## config.mk

```make
export PLATFORM = sky130hd
export DESIGN_NAME = cbo_gate
export DESIGN_NICKNAME = d
export VERILOG_FILES = /design/src/rtl/cbo_pkg.sv /design/src/rtl/cbo_match.sv /design/src/rtl/cbo_perm.sv /design/src/rtl/cbo_gate.sv
export SDC_FILE = /design/constraint.sdc
export NUM_CORES = 1
export LEC_CHECK = 0
export BUFFER_PORTS_ARGS = -buffer_cell sky130_fd_sc_hd__buf_2
export CAP_MARGIN = 20
export CORE_ASPECT_RATIO = 0.9
export CORE_MARGIN = 8
export CORE_UTILIZATION = 38
export CTS_CLUSTER_DIAMETER = 40
export DETAILED_ROUTE_END_ITERATION = 10
export GPL_ROUTABILITY_DRIVEN = 0
export PLACE_DENSITY = 0.87
export SLEW_MARGIN = 20
export SYNTH_ARGS = -nofsm -noshare
export SYNTH_HDL_FRONTEND = slang
export SYNTH_SLANG_ARGS = --single-unit
export TNS_END_PERCENT = 5
```

## constraint.sdc

```tcl
create_clock -name clk -period 2.87 [get_ports clk]
set_input_delay 0.4305 -clock clk [delete_from_list [all_inputs] [get_ports clk]]
set_output_delay 0.4305 -clock clk [all_outputs]
set_load 0.05 [all_outputs]
```

## src/rtl/cbo_pkg.sv

```systemverilog
package cbo_pkg;
    localparam int INSN_W = 32;
    localparam int REG_W  = 5;
    localparam int PRIV_W = 2;
    localparam int EN_W   = 3;

    localparam logic [6:0] OPC_MISCMEM = 7'b0001111;
    localparam logic [6:0] OPC_OPIMM   = 7'b0010011;
    localparam logic [2:0] F3_CBO      = 3'b010;
    localparam logic [2:0] F3_ORI      = 3'b110;

    localparam logic [PRIV_W-1:0] PRV_U = 2'd0;
    localparam logic [PRIV_W-1:0] PRV_H = 2'd2;
    localparam logic [PRIV_W-1:0] PRV_M = 2'd3;

    localparam int EN_CF = 0;
    localparam int EN_IV = 1;
    localparam int EN_ZR = 2;

    typedef enum logic [1:0] {
        K_INVAL = 2'd0,
        K_CLEAN = 2'd1,
        K_FLUSH = 2'd2,
        K_ZERO  = 2'd3
    } kind_t;

    typedef enum logic [1:0] {
        C_NONE  = 2'd0,
        C_ILL   = 2'd1,
        C_VIRT  = 2'd2
    } cause_t;

    typedef struct packed {
        logic             vld;
        kind_t            kind;
        logic [REG_W-1:0] rs1;
        cause_t           cause;
        logic             quad;
        logic             hint;
    } res_t;
endpackage

```

## src/rtl/cbo_match.sv

```systemverilog
module cbo_match
    import cbo_pkg::*;
(
    input  logic [INSN_W-1:0] instr,
    input  logic              mgmt_on,
    input  logic              zero_on,
    output logic              hit,
    output kind_t             kind,
    output logic              quad,
    output logic              hint
);
    logic space;
    logic shape;
    logic [4:0] sel;

    always_comb begin
        space = (instr[6:0] == OPC_MISCMEM) && (instr[14:12] == F3_CBO);
        shape = (instr[11:7] == 5'd0) && (instr[31:25] == 7'd0);
        sel   = instr[24:20];
        hit   = 1'b0;
        kind  = K_INVAL;
        if (space && shape) begin
            unique case (sel)
                5'b00000: begin hit = mgmt_on; kind = K_INVAL; end
                5'b00001: begin hit = mgmt_on; kind = K_CLEAN; end
                5'b00010: begin hit = mgmt_on; kind = K_FLUSH; end
                5'b00100: begin hit = zero_on; kind = K_ZERO;  end
                default:  begin hit = 1'b0;    kind = K_INVAL; end
            endcase
        end
        quad = space && !hit;
        hint = (instr[6:0] == OPC_OPIMM) && (instr[14:12] == F3_ORI)
             && (instr[11:7] == 5'd0);
    end
endmodule

```

## src/rtl/cbo_perm.sv

```systemverilog
module cbo_perm
    import cbo_pkg::*;
(
    input  kind_t             kind,
    input  logic [PRIV_W-1:0] priv,
    input  logic              virt_on,
    input  logic [EN_W-1:0]   menv_en,
    input  logic [EN_W-1:0]   henv_en,
    input  logic [EN_W-1:0]   senv_en,
    output cause_t            cause
);
    int unsigned idx;
    logic m_b, h_b, s_b;
    logic v_flt, i_flt;

    always_comb begin
        unique case (kind)
            K_INVAL: idx = EN_IV;
            K_ZERO:  idx = EN_ZR;
            default: idx = EN_CF;
        endcase
        m_b = menv_en[idx];
        h_b = henv_en[idx];
        s_b = senv_en[idx];
        v_flt = virt_on && (((priv < PRV_H) && !h_b) || ((priv == PRV_U) && !s_b));
        i_flt = ((priv < PRV_M) && !m_b) || ((priv == PRV_U) && !s_b);
        if (v_flt)      cause = C_VIRT;
        else if (i_flt) cause = C_ILL;
        else            cause = C_NONE;
    end
endmodule

```

## src/rtl/cbo_gate.sv

```systemverilog
module cbo_gate
    import cbo_pkg::*;
(
    input  logic              clk,
    input  logic              rst,
    input  logic              in_valid,
    input  logic [INSN_W-1:0] in_instr,
    input  logic [PRIV_W-1:0] priv,
    input  logic              virt_on,
    input  logic [EN_W-1:0]   menv_en,
    input  logic [EN_W-1:0]   henv_en,
    input  logic [EN_W-1:0]   senv_en,
    input  logic              ext_mgmt_on,
    input  logic              ext_zero_on,
    output logic              out_valid,
    output logic [1:0]        out_kind,
    output logic [REG_W-1:0]  out_rs1,
    output logic [1:0]        out_cause,
    output logic              out_quad,
    output logic              out_hint
);
    logic   m_hit, m_quad, m_hint;
    kind_t  m_kind;
    cause_t p_cause;
    res_t   res_d, res_q;

    cbo_match u_match (
        .instr   (in_instr),
        .mgmt_on (ext_mgmt_on),
        .zero_on (ext_zero_on),
        .hit     (m_hit),
        .kind    (m_kind),
        .quad    (m_quad),
        .hint    (m_hint)
    );

    cbo_perm u_perm (
        .kind    (m_kind),
        .priv    (priv),
        .virt_on (virt_on),
        .menv_en (menv_en),
        .henv_en (henv_en),
        .senv_en (senv_en),
        .cause   (p_cause)
    );

    always_comb begin
        res_d       = res_q;
        res_d.vld   = in_valid && m_hit;
        res_d.quad  = in_valid && m_quad;
        res_d.hint  = in_valid && m_hint;
        res_d.cause = C_NONE;
        if (in_valid && m_hit) begin
            res_d.kind  = m_kind;
            res_d.rs1   = in_instr[19:15];
            res_d.cause = p_cause;
        end
    end

    always_ff @(posedge clk) begin
        if (rst) begin
            res_q <= '{vld: 1'b0, kind: K_INVAL, rs1: '0, cause: C_NONE,
                       quad: 1'b0, hint: 1'b0};
        end else begin
            res_q <= res_d;
        end
    end

    assign out_valid = res_q.vld;
    assign out_kind  = res_q.kind;
    assign out_rs1   = res_q.rs1;
    assign out_cause = res_q.cause;
    assign out_quad  = res_q.quad;
    assign out_hint  = res_q.hint;

    a_r1_reset_clears: assert property (@(posedge clk)
        rst |=> (!out_valid && !out_quad && !out_hint));

    a_r3_quad_excludes_op: assert property (@(posedge clk) disable iff (rst)
        !(out_valid && out_quad));

    a_r6_virt_needs_flag: assert property (@(posedge clk) disable iff (rst)
        (in_valid && m_hit && !virt_on) |=> (out_cause != C_VIRT));

    a_r7_machine_accepts: assert property (@(posedge clk) disable iff (rst)
        (in_valid && m_hit && priv == PRV_M && !virt_on) |=> (out_cause == C_NONE));

    a_r9_hint_quiet: assert property (@(posedge clk) disable iff (rst)
        out_hint |-> (!out_valid && out_cause == C_NONE));

    a_r10_idle_quiet: assert property (@(posedge clk) disable iff (rst)
        !in_valid |=> (!out_valid && !out_quad && !out_hint));
endmodule

```

* Yosys cells after proc, flatten, opt, wreduce, memory -nomap -nowiden
Cells that the tools add are included.
Storage, ports and cells: input bits 49, bits in registers 12, word-level logic and storage cells 59, output and inout port bits 12
Operators by class: bitwise gates (word level) 1, equality and inequality tests 8, reductions and logical operators 27, muxes and demuxes 13, $lt $le $gt $ge 3
Operator list (count):
- logical AND 1 bit | 13
- zero test 5 bit | 2
- equality test 7 x 4 -> 1 bit, second input constant | 1
- equality test 7 x 5 -> 1 bit, second input constant | 1
- zero test 7 bit | 1
- binary-select mux 1 bit (select 2 bit) | 3
- case mux 2 bit (3 select lines) | 1
- OR reduction 3 bit | 2
- equality test 5 x 1 -> 1 bit, second input constant | 1
- equality test 5 x 2 -> 1 bit, second input constant | 1
- equality test 5 x 3 -> 1 bit, second input constant | 1
- 2-to-1 mux 1 bit | 5
- zero test 1 bit | 4
- zero test 2 bit | 2
- < comparator 2 bit, second input constant | 2
- 2-to-1 mux 2 bit | 2
- case mux 2 bit (2 select lines) | 1
- equality test 3 x 2 -> 1 bit, second input constant | 1
- equality test 3 bit, second input constant | 1
- < comparator 2 x 3 -> 1 bit, second input constant | 1
- equality test 2 bit, second input constant | 1
- logical OR 1 bit | 2
- case mux 1 bit (2 select lines) | 1
- OR reduction 2 bit | 1
- NOT 1 bit | 1

* Depth between registers and ports, before layout
depth in word-level cells 13, depth in mapped cells 6, mapped depth without buffers 5

* By module
A second synthesis with hierarchy kept.
Unflattened totals: cells, all modules 89, area, all modules 843.3 um^2
Modules (own cells, without submodules):
- cbo_gate | cells each 43, area each 476.7 um^2, sequential area each 240.2 um^2, instances 1
- cbo_match | cells each 25, area each 195.2 um^2, sequential area each 0.0 um^2, instances 1
- cbo_perm | cells each 21, area each 171.4 um^2, sequential area each 0.0 um^2, instances 1

* Worst setup path after synthesis
No wires, ideal clock.
path kind in2reg, from in in_instr[5], to reg res_q, in the netlist out_kind[0], stages on the path 5, data arrival time 2132 ps, required time 2800 ps, setup slack 668 ps, library setup time 70 ps, path buffers 0, cell sequence or4b_4 > nor4_4 > o2111ai_4 > or3_1 > a21oi_1
On the way: longest elaborated chain between the ends 5, elaborated cells on any way between the ends 6, those cells by class 1 x eq/ne; 2 x mux; 3 x reduce/logical
RTL lines:
- from (decl) | line cbo_gate.sv:7 | input logic [INSN_W-1:0] in_instr,
- equality test 7 x 4 -> 1 bit * | line cbo_match.sv:17 | space = (instr[6:0] == OPC_MISCMEM) && (instr[14:12] == F3_CBO);
- logical AND 1 bit * | line cbo_match.sv:17
- logical AND 1 bit * | line cbo_match.sv:22 | if (space && shape) begin
- 2-to-1 mux 1 bit | line cbo_match.sv:22
- logical AND 1 bit | line cbo_gate.sv:53 | if (in_valid && m_hit) begin
- to (signal assigned) | line cbo_gate.sv:62 | res_q <= '{vld: 1'b0, kind: K_INVAL, rs1: '0, cause: C_NONE,
- to (signal assigned) | line cbo_gate.sv:65 | res_q <= res_d;
- to (decl) | line cbo_gate.sv:25 | res_t res_d, res_q;
Every way passes the cells marked *; elsewhere a longest branch is shown, timed or not. A chain may end at the register's enable or synchronous reset.

* Worst setup path after layout
Same ends and word-level chain as after synthesis.

==> key figures <==
Timing
  – Clock Skew: 0 ps
  – Max-slew violations: 0
  – FMAX: between 400 and 500 MHz
  – Setup TNS: 0 ps
  – Least-Margin Pin Slew: approximately 470 ps
  – Final setup viols: 0
  – RSZ-0062 raised after global routing: no
  – Final worst-path cycle share: 0.755
  – Final min period: 2170 ps
  – Slew headroom: 0.687
  – Final Hold Viols: 0

Setup path
  – WP data arrival: 2370 ps
  – CP required: 3080 ps
  – Kind of end point of the critical path: register
  – Crit-path max FO: 8
  – Crit start category: primary input
  – Type of the worst setup path: primary input to register

Outcome
  – Status: completed

Floorplan
  – Row Count: 15
  – Core area: 1930 um^2
  – Die ar.: around 3800 um^2
  – DIE WIDTH: about 64 um
  – Die H: 59.1 um
  – Top Ports: 61
  – Initial Util: 0.406

GRT
  – GRT Util Overall: 0.119
  – Antenna violations before repair: 0
  – Vias in the first global route: 809
  – First-pass GRT wire length: 3.68 mm
  – Largest net degree at the start of global routing: 14
  – Total grt overflow: 0

Clock network
  – CTS Buf Count: 3
  – Skew-Pair Late Insertion Delay: 270 ps
  – Max Root-Sink Buffers: 2
  – H-tree levels: 1
  – Resize count post-CTS: 0
  – Number of setup buffers added after CTS: 0
  – Clock-pin slew on the worst setup and hold paths: 70 ps
  – Root Driver: clkbuf_4
  – Hold buffers post-CTS: 0
  – CTS tree: done
  – # clock sinks: 12

Logic synthesis
  – FF+latch count, synth: 12
  – Xor and xnor area share after synthesis: 0.0223
  – Largest family of logic cells by synthesized area: simple AND/OR/NAND/NOR gates
  – Compound-gate portion of the synthesized area: 0.193
  – Syn Nets: 141
  – Post-Synthesis Cells: a little over 90
  – Mean Syn Cell Area: about 8.5 um^2
  – Synth warn: 0
  – Post-synthesis simple-gate area fraction: 0.364
  – Post-synth cell types: 37
  – Adder-cell share of the synthesized area: 0
  – Mux cell area share after synthesis: 0.0766
  – Post-synthesis instance area: 785 um^2
  – Seq/Total Area, Yosys: 0.306

Layout
  – Antenna cells: 0
  – Layout Utilization: 0.579
  – Fraction of layout cells with a size suffix above 1: 0.473
  – Final #Nets: 201
  – Area Growth Syn to Fin: 42.7%

Route
  – DRT Wirelength: 2.44 mm
  – Via density per instance: 5.07
  – Routed WL per cell: 13.9 um
  – DRT iter0 DRCs: 42
  – Pre-Repair DR Iteration Count: 4
  – Post-route antenna net violation count: 0
  – # DRC: 0
  – Vias: 887

Power and ir drop
  – Leak: roughly 0.6 nW
  – Pwr Density: 297 nW/um^2
  – Peak supply drop: 185 uV

Run
  – Max Cap Viol: 0

Placement
  – PortBufs: 60
  – DP Wirelength: 2.09 mm

Worst hold path
  – Worst hold-check path type: primary input to register
[area by class of cell]
cell class,count,area (um^2)
fill,178,813
tap,25,31.3
inverter,3,11.3
clock buffer,3,22.5
sequential,12,240
timing repair buffer,60,300
multi-input combinational,72,514
[cells in the mapped netlist]
| master | number | share of area |
|---|---|---|
| a21boi_0 | 1 | 0.0096 |
| a21oi_1 | 5 | 0.032 |
| a2bb2oi_1 | 1 | 0.011 |
| a31oi_1 | 1 | 0.0080 |
| a32oi_1 | 1 | 0.011 |
| and3_1 | 2 | 0.016 |
| and3_2 | 1 | 0.0096 |
| and3b_1 | 2 | 0.022 |
| and4_1 | 1 | 0.011 |
| clkbuf_1 | 5 | 0.024 |
| dfxtp_1 | 12 | 0.31 |
| inv_1 | 3 | 0.014 |
| mux2i_1 | 6 | 0.077 |
| nand2_1 | 7 | 0.033 |
| nand2b_1 | 2 | 0.016 |
| nand3b_1 | 3 | 0.029 |
| nor2_1 | 12 | 0.057 |
| nor2b_1 | 2 | 0.016 |
| nor3_1 | 3 | 0.019 |
| nor3b_1 | 1 | 0.0096 |
| nor4_1 | 2 | 0.016 |
| nor4_4 | 1 | 0.027 |
| nor4bb_1 | 1 | 0.013 |
| o2111a_1 | 1 | 0.014 |
| o2111ai_1 | 1 | 0.011 |
| o2111ai_4 | 1 | 0.033 |
| o211a_1 | 1 | 0.013 |
| o211ai_1 | 2 | 0.019 |
| o21a_1 | 1 | 0.0096 |
| o21ai_0 | 1 | 0.0064 |
| o221a_2 | 1 | 0.014 |
| or3_1 | 1 | 0.0080 |
| or3b_2 | 3 | 0.033 |
| or4_1 | 1 | 0.0096 |
| or4b_4 | 1 | 0.018 |
| xnor2_1 | 1 | 0.011 |
| xor2_1 | 1 | 0.011 |
[layer usage]
metal	track usage	routed length, um
met1	0.126	956
met3	0.0662	299
met2	0.195	1180
met4	0.0476	0
met5	0	0
[cell families after synthesis]
kind of cell              count (synthesis)
AOI/OAI and AO/OA                        18
xor gates and xnor gates                  2
buffers and inverters                     8
DFF                                      12
muxes                                     6
and+or+nand+nor                          46
[cells in the final DEF, fill, tap and decap left out, drive strengths merged, types with 3 or more instances in the layout]
master,netlist,layout
inv,3,3
nor2,12,12
nand2,7,7
mux2i,6,6
clkbuf,5,3
nor3,3,3
and3,3,3
nand3b,3,3
dfxtp,12,12
buf,0,60
or3b,3,3
a21oi,5,5
nor4,3,3
[registers in the layout (all words and copies together), names as in the netlist]
register	flops
out_rs1	5
out_quad	1
out_kind	2
out_cause	2
out_hint	1
out_valid	1
[metrics by stage]
step	power, mW	worst slack, ps	std cells	hold slack (ps)	area (um^2)
after floorplan	0.200	668	92	574	785
after global placement	0.237	496	172	444	1100
after detailed placement	0.238	436	172	466	1100
after CTS	0.335	708	175	391	1120
after global routing	0.349	573	175	405	1120
final	0.332	704	175	394	1120
[final timing paths]
kind,start,to,slack [ps],cells past startpoint
hold / removal,in_instr[18],out_rs1[3],390,3
hold reg to reg,out_kind[0],out_kind[0],480,2
setup reg to reg,out_rs1[4],out_rs1[4],2250,2
setup / recovery,in_instr[5],out_kind[0],700,6
[critical path, stage by stage]
cell,delay (ps)
buf_2,100
or4b_4,550
nor4_4,440
o2111ai_4,300
or3_1,420
a21oi_1,140
[power breakdown]
part	internal (mW)	leakage [nW]	switching (mW)
registers	0.166	0.0966	0.000000811
logic	0.0374	0.486	0.0309
clock network	0.0485	0.0138	0.0493
No activity file was read; power rests on OpenSTA's default activity.
